### config.mk
export PLATFORM = sky130hd
export DESIGN_NAME = sp_prog_engine
export DESIGN_NICKNAME = d
export VERILOG_FILES = /design/src/rtl/sp_pkg.sv /design/src/rtl/sp_sync.sv /design/src/rtl/sp_gap_timer.sv /design/src/rtl/sp_shreg.sv /design/src/rtl/sp_prog_engine.sv
export SDC_FILE = /design/constraint.sdc
export NUM_CORES = 1
export LEC_CHECK = 0
export CAP_MARGIN = 40
export CORE_UTILIZATION = 40
export DETAILED_ROUTE_END_ITERATION = 12
export GPL_ROUTABILITY_DRIVEN = 0
export PLACE_DENSITY = 0.58
export SETUP_SLACK_MARGIN = 0.2
export SLEW_MARGIN = 20
export SYNTH_ARGS = -nofsm -noshare
export SYNTH_HDL_FRONTEND = slang
export SYNTH_HIERARCHICAL = 1
export SYNTH_SLANG_ARGS = --single-unit
### constraint.sdc
create_clock -name clk -period 9.25 [get_ports clk]
set_input_delay 2.3125 -clock clk [delete_from_list [all_inputs] [get_ports clk]]
set_output_delay 2.3125 -clock clk [all_outputs]
set_load 0.01 [all_outputs]
### src/rtl/sp_pkg.sv
package sp_pkg;
  typedef enum logic [1:0] {
    ST_CMD  = 2'd0,
    ST_WIN  = 2'd1,
    ST_WOUT = 2'd2
  } sp_state_t;

  localparam logic [7:0] OP_PTR_CLR  = 8'h00;
  localparam logic [7:0] OP_LD_DATA  = 8'h02;
  localparam logic [7:0] OP_RD_DATA  = 8'h04;
  localparam logic [7:0] OP_PTR_INC  = 8'h06;
  localparam logic [7:0] OP_PROG_GO  = 8'h08;
  localparam logic [7:0] OP_LD_ADDR  = 8'h0A;
  localparam logic [7:0] OP_RD_ADDR  = 8'h0C;
  localparam logic [7:0] OP_PROG_END = 8'h0E;
endpackage

### src/rtl/sp_sync.sv
module sp_sync #(
  parameter int W      = 2,
  parameter int STAGES = 2
) (
  input  logic         clk,
  input  logic         rst,
  input  logic [W-1:0] d,
  output logic [W-1:0] q
);
  logic [W-1:0] chain [STAGES];

  for (genvar i = 0; i < STAGES; i++) begin : g_stage
    if (i == 0) begin : g_first
      always_ff @(posedge clk) begin
        if (rst) chain[i] <= '0;
        else     chain[i] <= d;
      end
    end else begin : g_next
      always_ff @(posedge clk) begin
        if (rst) chain[i] <= '0;
        else     chain[i] <= chain[i-1];
      end
    end
  end

  assign q = chain[STAGES-1];
endmodule

### src/rtl/sp_gap_timer.sv
module sp_gap_timer #(
  parameter int CW       = 8,
  parameter int INIT_VAL = 80
) (
  input  logic          clk,
  input  logic          rst,
  input  logic          load,
  input  logic [CW-1:0] load_val,
  output logic          open
);
  localparam logic [CW-1:0] ONE = CW'(1);
  logic [CW-1:0] cnt;

  always_ff @(posedge clk) begin
    if (rst)             cnt <= CW'(INIT_VAL);
    else if (load)       cnt <= load_val;
    else if (cnt != '0)  cnt <= cnt - ONE;
  end

  assign open = (cnt == '0);

  // an unloaded, nonzero window shrinks by exactly one per cycle
  assert_count_down_R10: assert property (@(posedge clk) disable iff (rst)
    ($past(!rst) && !$past(load) && $past(cnt) != '0) |-> cnt == $past(cnt) - ONE);
endmodule

### src/rtl/sp_shreg.sv
module sp_shreg #(
  parameter int W = 16
) (
  input  logic         clk,
  input  logic         rst,
  input  logic         load,
  input  logic [W-1:0] load_val,
  input  logic         shift_en,
  input  logic         sin,
  output logic [W-1:0] q,
  output logic [W-1:0] nxt
);
  assign nxt = {sin, q[W-1:1]};

  always_ff @(posedge clk) begin
    if (rst)           q <= '0;
    else if (load)     q <= load_val;
    else if (shift_en) q <= nxt;
  end
endmodule

### src/rtl/sp_prog_engine.sv
module sp_prog_engine #(
  parameter int WORD_W      = 16,
  parameter int CMD_GAP     = 20,
  parameter int RD_GAP      = 20,
  parameter int WR_GAP      = 30,
  parameter int INIT_CYC    = 80,
  parameter int PROG_MIN    = 25000,
  parameter int SYNC_STAGES = 2
) (
  input  logic              clk,
  input  logic              rst,
  input  logic              code_protect,
  input  logic              ser_clk,
  input  logic              ser_din,
  output logic              ser_dout,
  output logic              ser_oe,
  output logic [WORD_W-1:0] mem_addr,
  output logic [WORD_W-1:0] mem_wdata,
  output logic              mem_we,
  output logic              mem_re,
  input  logic [WORD_W-1:0] mem_rdata
);
  import sp_pkg::*;

  localparam int M1   = (CMD_GAP > RD_GAP) ? CMD_GAP : RD_GAP;
  localparam int M2   = (M1 > WR_GAP) ? M1 : WR_GAP;
  localparam int M3   = (M2 > INIT_CYC) ? M2 : INIT_CYC;
  localparam int MAXV = (M3 > PROG_MIN) ? M3 : PROG_MIN;
  localparam int TW   = $clog2(MAXV + 1);
  localparam int CNTW = $clog2(WORD_W) + 1;

  sp_state_t         state;
  logic [WORD_W-1:0] ptr, dlatch;
  logic [CNTW-1:0]   bit_cnt;
  logic              rd_pend, wr_is_addr, sclk_d;
  logic [1:0]        sync_q;
  logic              sclk, sdin, open, rise, fall;
  logic              tmr_load;
  logic [TW-1:0]     tmr_val;
  logic              sh_load, sh_shift, sh_in;
  logic [WORD_W-1:0] sh_val, sh_q, sh_nxt;
  logic [7:0]        cmd;
  logic              cmd_last, word_last;

  sp_sync #(.W(2), .STAGES(SYNC_STAGES)) u_sync (
    .clk(clk), .rst(rst), .d({ser_din, ser_clk}), .q(sync_q)
  );
  assign sclk = sync_q[0];
  assign sdin = sync_q[1];
  assign rise = sclk & ~sclk_d & open;
  assign fall = ~sclk & sclk_d & open;

  sp_gap_timer #(.CW(TW), .INIT_VAL(INIT_CYC)) u_gap (
    .clk(clk), .rst(rst), .load(tmr_load), .load_val(tmr_val), .open(open)
  );

  sp_shreg #(.W(WORD_W)) u_sh (
    .clk(clk), .rst(rst), .load(sh_load), .load_val(sh_val),
    .shift_en(sh_shift), .sin(sh_in), .q(sh_q), .nxt(sh_nxt)
  );

  assign cmd       = sh_nxt[WORD_W-1 -: 8];
  assign cmd_last  = (bit_cnt == CNTW'(7));
  assign word_last = (bit_cnt == CNTW'(WORD_W - 1));
  assign mem_addr  = ptr;
  assign mem_wdata = dlatch;

  // control for timer and shifter
  always_comb begin
    tmr_load = 1'b0;
    tmr_val  = TW'(CMD_GAP);
    sh_load  = 1'b0;
    sh_val   = ptr;
    sh_shift = 1'b0;
    sh_in    = sdin;
    case (state)
      ST_CMD: begin
        if (fall) begin
          sh_shift = 1'b1;
          if (cmd_last) begin
            tmr_load = 1'b1;
            case (cmd)
              OP_LD_DATA, OP_LD_ADDR: tmr_val = TW'(WR_GAP);
              OP_RD_DATA:             tmr_val = TW'(RD_GAP);
              OP_RD_ADDR: begin
                tmr_val = TW'(RD_GAP);
                sh_load = 1'b1;
              end
              OP_PROG_GO:             tmr_val = TW'(PROG_MIN);
              default:                tmr_val = TW'(CMD_GAP);
            endcase
          end
        end
      end
      ST_WIN: begin
        if (fall) begin
          sh_shift = 1'b1;
          if (word_last) tmr_load = 1'b1;
        end
      end
      ST_WOUT: begin
        if (rd_pend) begin
          sh_load = 1'b1;
          sh_val  = mem_rdata;
        end
        if (rise) begin
          sh_shift = 1'b1;
          sh_in    = 1'b0;
        end
        if (fall && word_last) tmr_load = 1'b1;
      end
      default: ;
    endcase
  end

  always_ff @(posedge clk) begin
    if (rst) begin
      state      <= ST_CMD;
      ptr        <= '0;
      dlatch     <= '0;
      bit_cnt    <= '0;
      mem_we     <= 1'b0;
      mem_re     <= 1'b0;
      rd_pend    <= 1'b0;
      wr_is_addr <= 1'b0;
      sclk_d     <= 1'b0;
      ser_oe     <= 1'b0;
      ser_dout   <= 1'b0;
    end else begin
      sclk_d  <= sclk;
      mem_re  <= 1'b0;
      rd_pend <= mem_re;
      case (state)
        ST_CMD: begin
          if (fall) begin
            if (cmd_last) begin
              bit_cnt <= '0;
              mem_we  <= 1'b0;
              case (cmd)
                OP_PTR_CLR: ptr <= '0;
                OP_PTR_INC: ptr <= ptr + WORD_W'(1);
                OP_LD_DATA: begin
                  state      <= ST_WIN;
                  wr_is_addr <= 1'b0;
                end
                OP_LD_ADDR: begin
                  state      <= ST_WIN;
                  wr_is_addr <= 1'b1;
                end
                OP_RD_DATA: begin
                  state    <= ST_WOUT;
                  mem_re   <= 1'b1;
                  ser_oe   <= 1'b1;
                  ser_dout <= 1'b0;
                end
                OP_RD_ADDR: begin
                  state    <= ST_WOUT;
                  ser_oe   <= 1'b1;
                  ser_dout <= 1'b0;
                end
                OP_PROG_GO: mem_we <= ~code_protect;
                default: ;
              endcase
            end else begin
              bit_cnt <= bit_cnt + CNTW'(1);
            end
          end
        end
        ST_WIN: begin
          if (fall) begin
            if (word_last) begin
              bit_cnt <= '0;
              state   <= ST_CMD;
              if (wr_is_addr) ptr    <= sh_nxt;
              else            dlatch <= sh_nxt;
            end else begin
              bit_cnt <= bit_cnt + CNTW'(1);
            end
          end
        end
        ST_WOUT: begin
          if (rise) ser_dout <= sh_q[0];
          if (fall) begin
            if (word_last) begin
              bit_cnt <= '0;
              state   <= ST_CMD;
              ser_oe  <= 1'b0;
            end else begin
              bit_cnt <= bit_cnt + CNTW'(1);
            end
          end
        end
        default: state <= ST_CMD;
      endcase
    end
  end

  // checker-side length counter for the write strobe
  logic [TW-1:0] we_cyc;
  always_ff @(posedge clk) begin
    if (rst || !mem_we)     we_cyc <= '0;
    else if (we_cyc != '1)  we_cyc <= we_cyc + TW'(1);
  end

  assert_cp_blocks_R11: assert property (@(posedge clk) disable iff (rst)
    $rose(mem_we) |-> !$past(code_protect));
  assert_we_hold_R8: assert property (@(posedge clk) disable iff (rst)
    (mem_we && $past(mem_we)) |-> ($stable(mem_addr) && $stable(mem_wdata)));
  assert_we_min_R9: assert property (@(posedge clk) disable iff (rst)
    $fell(mem_we) |-> (int'(we_cyc) >= PROG_MIN));
  assert_oe_read_R6: assert property (@(posedge clk) disable iff (rst)
    ser_oe |-> (state == ST_WOUT));
  assert_rd_wr_excl_R8: assert property (@(posedge clk) disable iff (rst)
    !(mem_re && mem_we));
endmodule

==> After elaboration in Yosys (flattened, before gate mapping) <==
Memories as Yosys holds them, arrays and structs flattened.
Cells that the tools add are included.
{ "totals": {"memories": 1, "out_inout_bits": 36, "mem_bits_rw": 4, "register_bits": 77, "elab_cells": 140, "in_bits": 21} }
{ "memory_table": {"columns": ["name", "depth", "width", "read_ports", "rd_clocked_by_memory_dff", "write_ports", "line", "source"], "rows": [
  ["u_sync.chain", 2, 2, 2, 0, 2, "sp_sync.sv:10", "logic [W-1:0] chain [STAGES];"]
]} }
{ "classes": {"n_bitwise": 13, "mux": 63, "addsub": 3, "reduce_logical": 24, "eq_ne": 23} }
{ "op_table": {"columns": ["op", "count"], "rows": [
  ["$mux W16", 9],
  ["$mux W15", 5],
  ["$pmux W16 S2", 2],
  ["$pmux W15 S2", 1],
  ["$mux W1", 27],
  ["$eq A8 B4 Y1 const B", 3],
  ["$mux W5", 4],
  ["$ne A2 B2 Y1 const B", 9],
  ["$add A16 B1 Y16 const B", 1],
  ["$eq A8 B3 Y1 const B", 2],
  ["$logic_not A15 Y1", 1],
  ["$reduce_bool A15 Y1", 1],
  ["$sub A15 B1 Y15 const B", 1],
  ["$mux W2", 6],
  ["$reduce_bool A2 Y1", 6],
  ["$pmux W1 S2", 5],
  ["$pmux W5 S2", 1],
  ["$reduce_and A5 Y1", 2],
  ["$eq A8 B2 Y1 const B", 1],
  ["$logic_not A8 Y1", 1],
  ["$pmux W2 S2", 2],
  ["$reduce_and A4 Y1", 2],
  ["$reduce_or A2 Y1", 4],
  ["$not A1 Y1", 7],
  ["17 further kinds", 23]
]} }

==> Depth between registers and ports, before layout <==
{ "logic_depth": {"depth_word": 12, "depth_mapped": 15, "ltp_nobuf": 13} }

==> Hierarchy <==
The synthesis kept the hierarchy.
{ "by_module_without_submodules": {"columns": ["module", "cells_per_inst", "area_each_um2", "instances", "seq_area_each_um2"], "rows": [
  ["sp_prog_engine", 333, 2667.6, 1, 920.9],
  ["sp_shreg", 87, 925.9, 1, 320.3],
  ["sp_gap_timer", 102, 865.8, 1, 300.3],
  ["sp_sync", 8, 105.1, 1, 80.1]
]} }

==> Worst setup path after synthesis <==
Ideal clock, no wire load.
{ "synth_path": {"path_kind": "reg-to-reg", "startpoint": "register u_gap.cnt[0]", "endpoint": "register u_sh.q[3]", "required_ns": 9.171, "period_less_slack_ns": 3.575, "path_stages_with_launch": 16, "path_buffers": 2, "path_slack_ns": 5.675, "setup_ns": 0.079, "arrival_ns": 3.496, "path_cell_list": "dfxtp_1 > inv_1 > ha_1 > nor3b_4 > nand4_1 > inv_1 > nand4b_1 > and2_1 > buf_4 > or4_4 > nor3_1 > nand3_1 > o21ai_0 > inv_1 > buf_4 > a211oi_2"} }
{ "synth_via": {"elab_chain_len": 10, "word_cells_on_any_way": 15, "classes_between": "1 x eq/ne; 10 x mux; 2 x bitwise; 2 x reduce/logical"} }
{ "synth_rtl": {"columns": ["item", "line", "source"], "rows": [
  ["from (decl)", "sp_gap_timer.sv:12", "logic [CW-1:0] cnt;"],
  ["from (signal assigned)", "sp_gap_timer.sv:15", "if (rst) cnt <= CW'(INIT_VAL);"],
  ["from (signal assigned)", "sp_gap_timer.sv:16", "else if (load) cnt <= load_val;"],
  ["from (signal assigned)", "sp_gap_timer.sv:17", "else if (cnt != '0) cnt <= cnt - ONE;"],
  ["$logic_not A15 Y1 (*)", "sp_gap_timer.sv:20", "assign open = (cnt == '0);"],
  ["named net open", "sp_prog_engine.sv:37", "logic sclk, sdin, open, rise, fall;"],
  ["$and A1 B1 Y1 (*)", "sp_prog_engine.sv:50", "assign rise = sclk & ~sclk_d & open;"],
  ["$mux W1 (*)", "sp_prog_engine.sv:106", "if (rise) begin"],
  ["$mux W1 (*)", "sp_prog_engine.sv:76", "case (state)"],
  ["named net sh_in", "sp_prog_engine.sv:40", "logic sh_load, sh_shift, sh_in;"],
  ["$eq A8 B4 Y1 (*)", "sp_prog_engine.sv:82", "case (cmd)"],
  ["$mux W1 (*)", "sp_prog_engine.sv:82", null],
  ["$mux W1 (*)", "sp_prog_engine.sv:80", "if (cmd_last) begin"],
  ["$mux W1 (*)", "sp_prog_engine.sv:78", "if (fall) begin"],
  ["$pmux W1 S2 (*)", "sp_prog_engine.sv:76", null],
  ["named net sh_load", "sp_prog_engine.sv:40", null],
  ["$mux W16 / $reduce_bool A2 Y1 (equally long branches)", null, null],
  ["to (signal assigned)", "sp_shreg.sv:17", "else if (load) q <= load_val;"],
  ["to (signal assigned)", "sp_shreg.sv:18", "else if (shift_en) q <= nxt;"],
  ["to (decl)", "sp_shreg.sv:10", "output logic [W-1:0] q,"]
]} }
Mark *: on every way through the listed nets, which the timed path passes. The rest lies on a longest branch.
A chain may end at the register's enable or synchronous reset.

==> Final worst setup path <==
{ "layout_path": {"startpoint": "register u_gap.cnt[0]", "endpoint": "register u_sh.q[0]"} }
The elaborated chain is that of the path after synthesis.

==> metrics <==
Crit. End Element flop; WL final between 10000 and 15000 um; clock root buffer clkbuf_8; R2R Path End u_sh/q[0]; CP max FO 17; Hold Vio Cnt, Final 0; TritonCTS Buffers 9; I/O Buffers between 50 and 60; n_diodes 0; die footprint between 0.01 and 0.015 mm^2; Die Ht between 100 and 150 um; status finished clean; maxcap violations 0; fin area 0.00537 mm^2; slack of the worst reg-to-reg path approximately 5.2 ns; start point of the critical path u_gap/cnt[0]; Synth Cell Area approximately 0.0045 mm^2; share of layout cells above drive strength 1 a little over a tenth; post-DR vias/cell ~5.4; mean post-synth cell area 8.64 um^2; Syn Inst Count about 520; Worst-path clk slew ~0.090 ns; initial antenna violation count 0; Post-DP Area between 0.005 and 0.006 mm^2; GR Overflow Total 0; antenna-violating nets left 0; largest net degree at the start of global routing 73; post-layout min period between 4 and 5 ns; clk_lat worst skew roughly 0.38 ns; Max Slew Vio Count 0; leakage roughly 1.9 nW; Setup Viol. Count Final 0; Required @ worst endpoint 9.55 ns; first-pass GRT wire length around 19000 um; core area 0.0108 mm^2; vias in the first global route approximately 3600; area delta synth->final 20.5%; # fillers between 1000 and 1500; Synth Warn # 6; TNS Setup 0 ns; f_max 0.244 GHz; first-pass detailed-route iteration total 6; clk_skew between 0.009 and 0.01 ns; DR DRC count 0; CP startpoint kind flop; DP HPWL between 7000 and 8000 um; Setup Fix Bufs, Post-CTS 0; GRT Util Overall between 20% and 30%; kind of critical path reg2reg; Final #Nets roughly 600; Die Wd about 110 um; routed len/inst roughly 16 um; Design Power ~770 uW; R2R depth 14; P per Cell Area roughly 140 mW/mm^2; Hold WS 0.470 ns; Worst Max-Slew Pin Slew approximately 0.8 ns; R2R Path Start u_gap/cnt[0]; unrepaired setup endpoints after global routing false; Rel. slew slack between 40% and 50%; Worst setup endpoint u_sh/q[0]; CTS tree built; vias 3831; crit path DAT ~4.4 ns; Initial Util 41.1%; Final period util 44.3%; maximum VDD drop 0.0964 mV; Detailed Route Iter0 Violations 197; min-delay worst type reg2reg; Num Clock Sinks 81; Top Ports 57; Max clock buf depth 2; post_cts resized 0; H-tree Lvls 3; cts hold-fix bufs 0; Layout Utilization just under 50%; row cnt 38
[how the worst min path moves through the flow]
stage	to	slack, ns	from	depth (start not counted)
2_1_floorplan	u_sync/chain[1][0]	0.41	u_sync/chain[0][0]	1
3_3_place_gp	rd_pend	0.45	mem_re	1
3_5_place_dp	u_sync/chain[1][0]	0.44	u_sync/chain[0][0]	1
4_1_cts	u_sync/chain[1][0]	0.46	u_sync/chain[0][0]	1
5_1_grt	u_sync/chain[1][0]	0.49	u_sync/chain[0][0]	1
6_report	u_sync/chain[1][0]	0.47	u_sync/chain[0][0]	1
[metal layers]
metal | GRT usage (%) | wire length (um) | up-vias
li1 | - | - | 1939
met1 | 30.1 | 5730 | 1784
met2 | 30.4 | 4830 | 97
met3 | 5.08 | 537 | 11
met4 | 7.34 | 160 | 0
met5 | 0 | 0 | -
[sequential cells by signal, summed over array words and instances, names as in the netlist]
| signal | count |
|---|---|
| wr_is_addr | 1 |
| u_sh/q | 16 |
| mem_re | 1 |
| mem_addr | 16 |
| ser_dout | 1 |
| u_gap/cnt | 15 |
| bit_cnt | 5 |
| mem_wdata | 16 |
| rd_pend | 1 |
| sclk_d | 1 |
| u_sync/chain | 4 |
| ser_oe | 1 |
| mem_we | 1 |
| state | 2 |
[placed cells by master, fill, tap and decap left out, drive strengths merged, types with 3 or more instances in the layout]
master / count
dfxtp: 81
clkdlybuf4s50: 55
nand2: 49
nor2: 46
mux2i: 35
o21ai: 33
a21oi: 28
nor2b: 25
a211oi: 22
inv: 21
mux2: 17
nand3: 14
nor3: 14
clkbuf: 10
ha: 9
and3: 8
nand4: 7
xor2: 6
o31ai: 6
o41ai: 6
conb: 6
xnor2: 5
buf: 5
and2: 4
a31oi: 4
bufinv: 4
nand4b: 3
nor4b: 3
nor4: 3
[worst max-delay path, cell delays in order (launching register included)]
cell and delay [ns]:
dfxtp_1 0.34, inv_1 0.08, ha_1 0.20, nor3b_4 0.27, nand4_1 0.30, inv_1 0.24
nand4b_1 0.19, and2_1 0.26, or4_4 0.45, nor3_1 0.41, nand3_1 0.18, o21ai_0 0.22
buf_4 0.22, inv_1 0.33, a211oi_1 0.31
[stage by stage]
step / cells / worst slack, ns
2_1_floorplan: 520 / 5.67
3_3_place_gp: 691 / 5.43
3_5_place_dp: 691 / 5.22
4_1_cts: 707 / 5.21
5_1_grt: 707 / 4.74
6_report: 707 / 5.16
[power breakdown]
part | internal [mW] | switching (mW) | total [mW]
registers | 0.355 | 0.0108 | 0.366
clock network | 0.215 | 0.141 | 0.356
logic | 0.0228 | 0.0219 | 0.0448
total | 0.593 | 0.173 | 0.766
[layout make-up]
cell class,count,area (um^2),area share [%]
Clock buffer,10,138,2.57
Sequential cell,81,1620,30.2
Multi-Input combinational cell,389,2630,49.0
Timing Repair Buffer,60,586,10.9
Inverter,21,78.8,1.47
Tap cell,140,175,3.26
Clock inverter,6,138,2.57
Note: power is estimated with default switching activity, not from simulation.
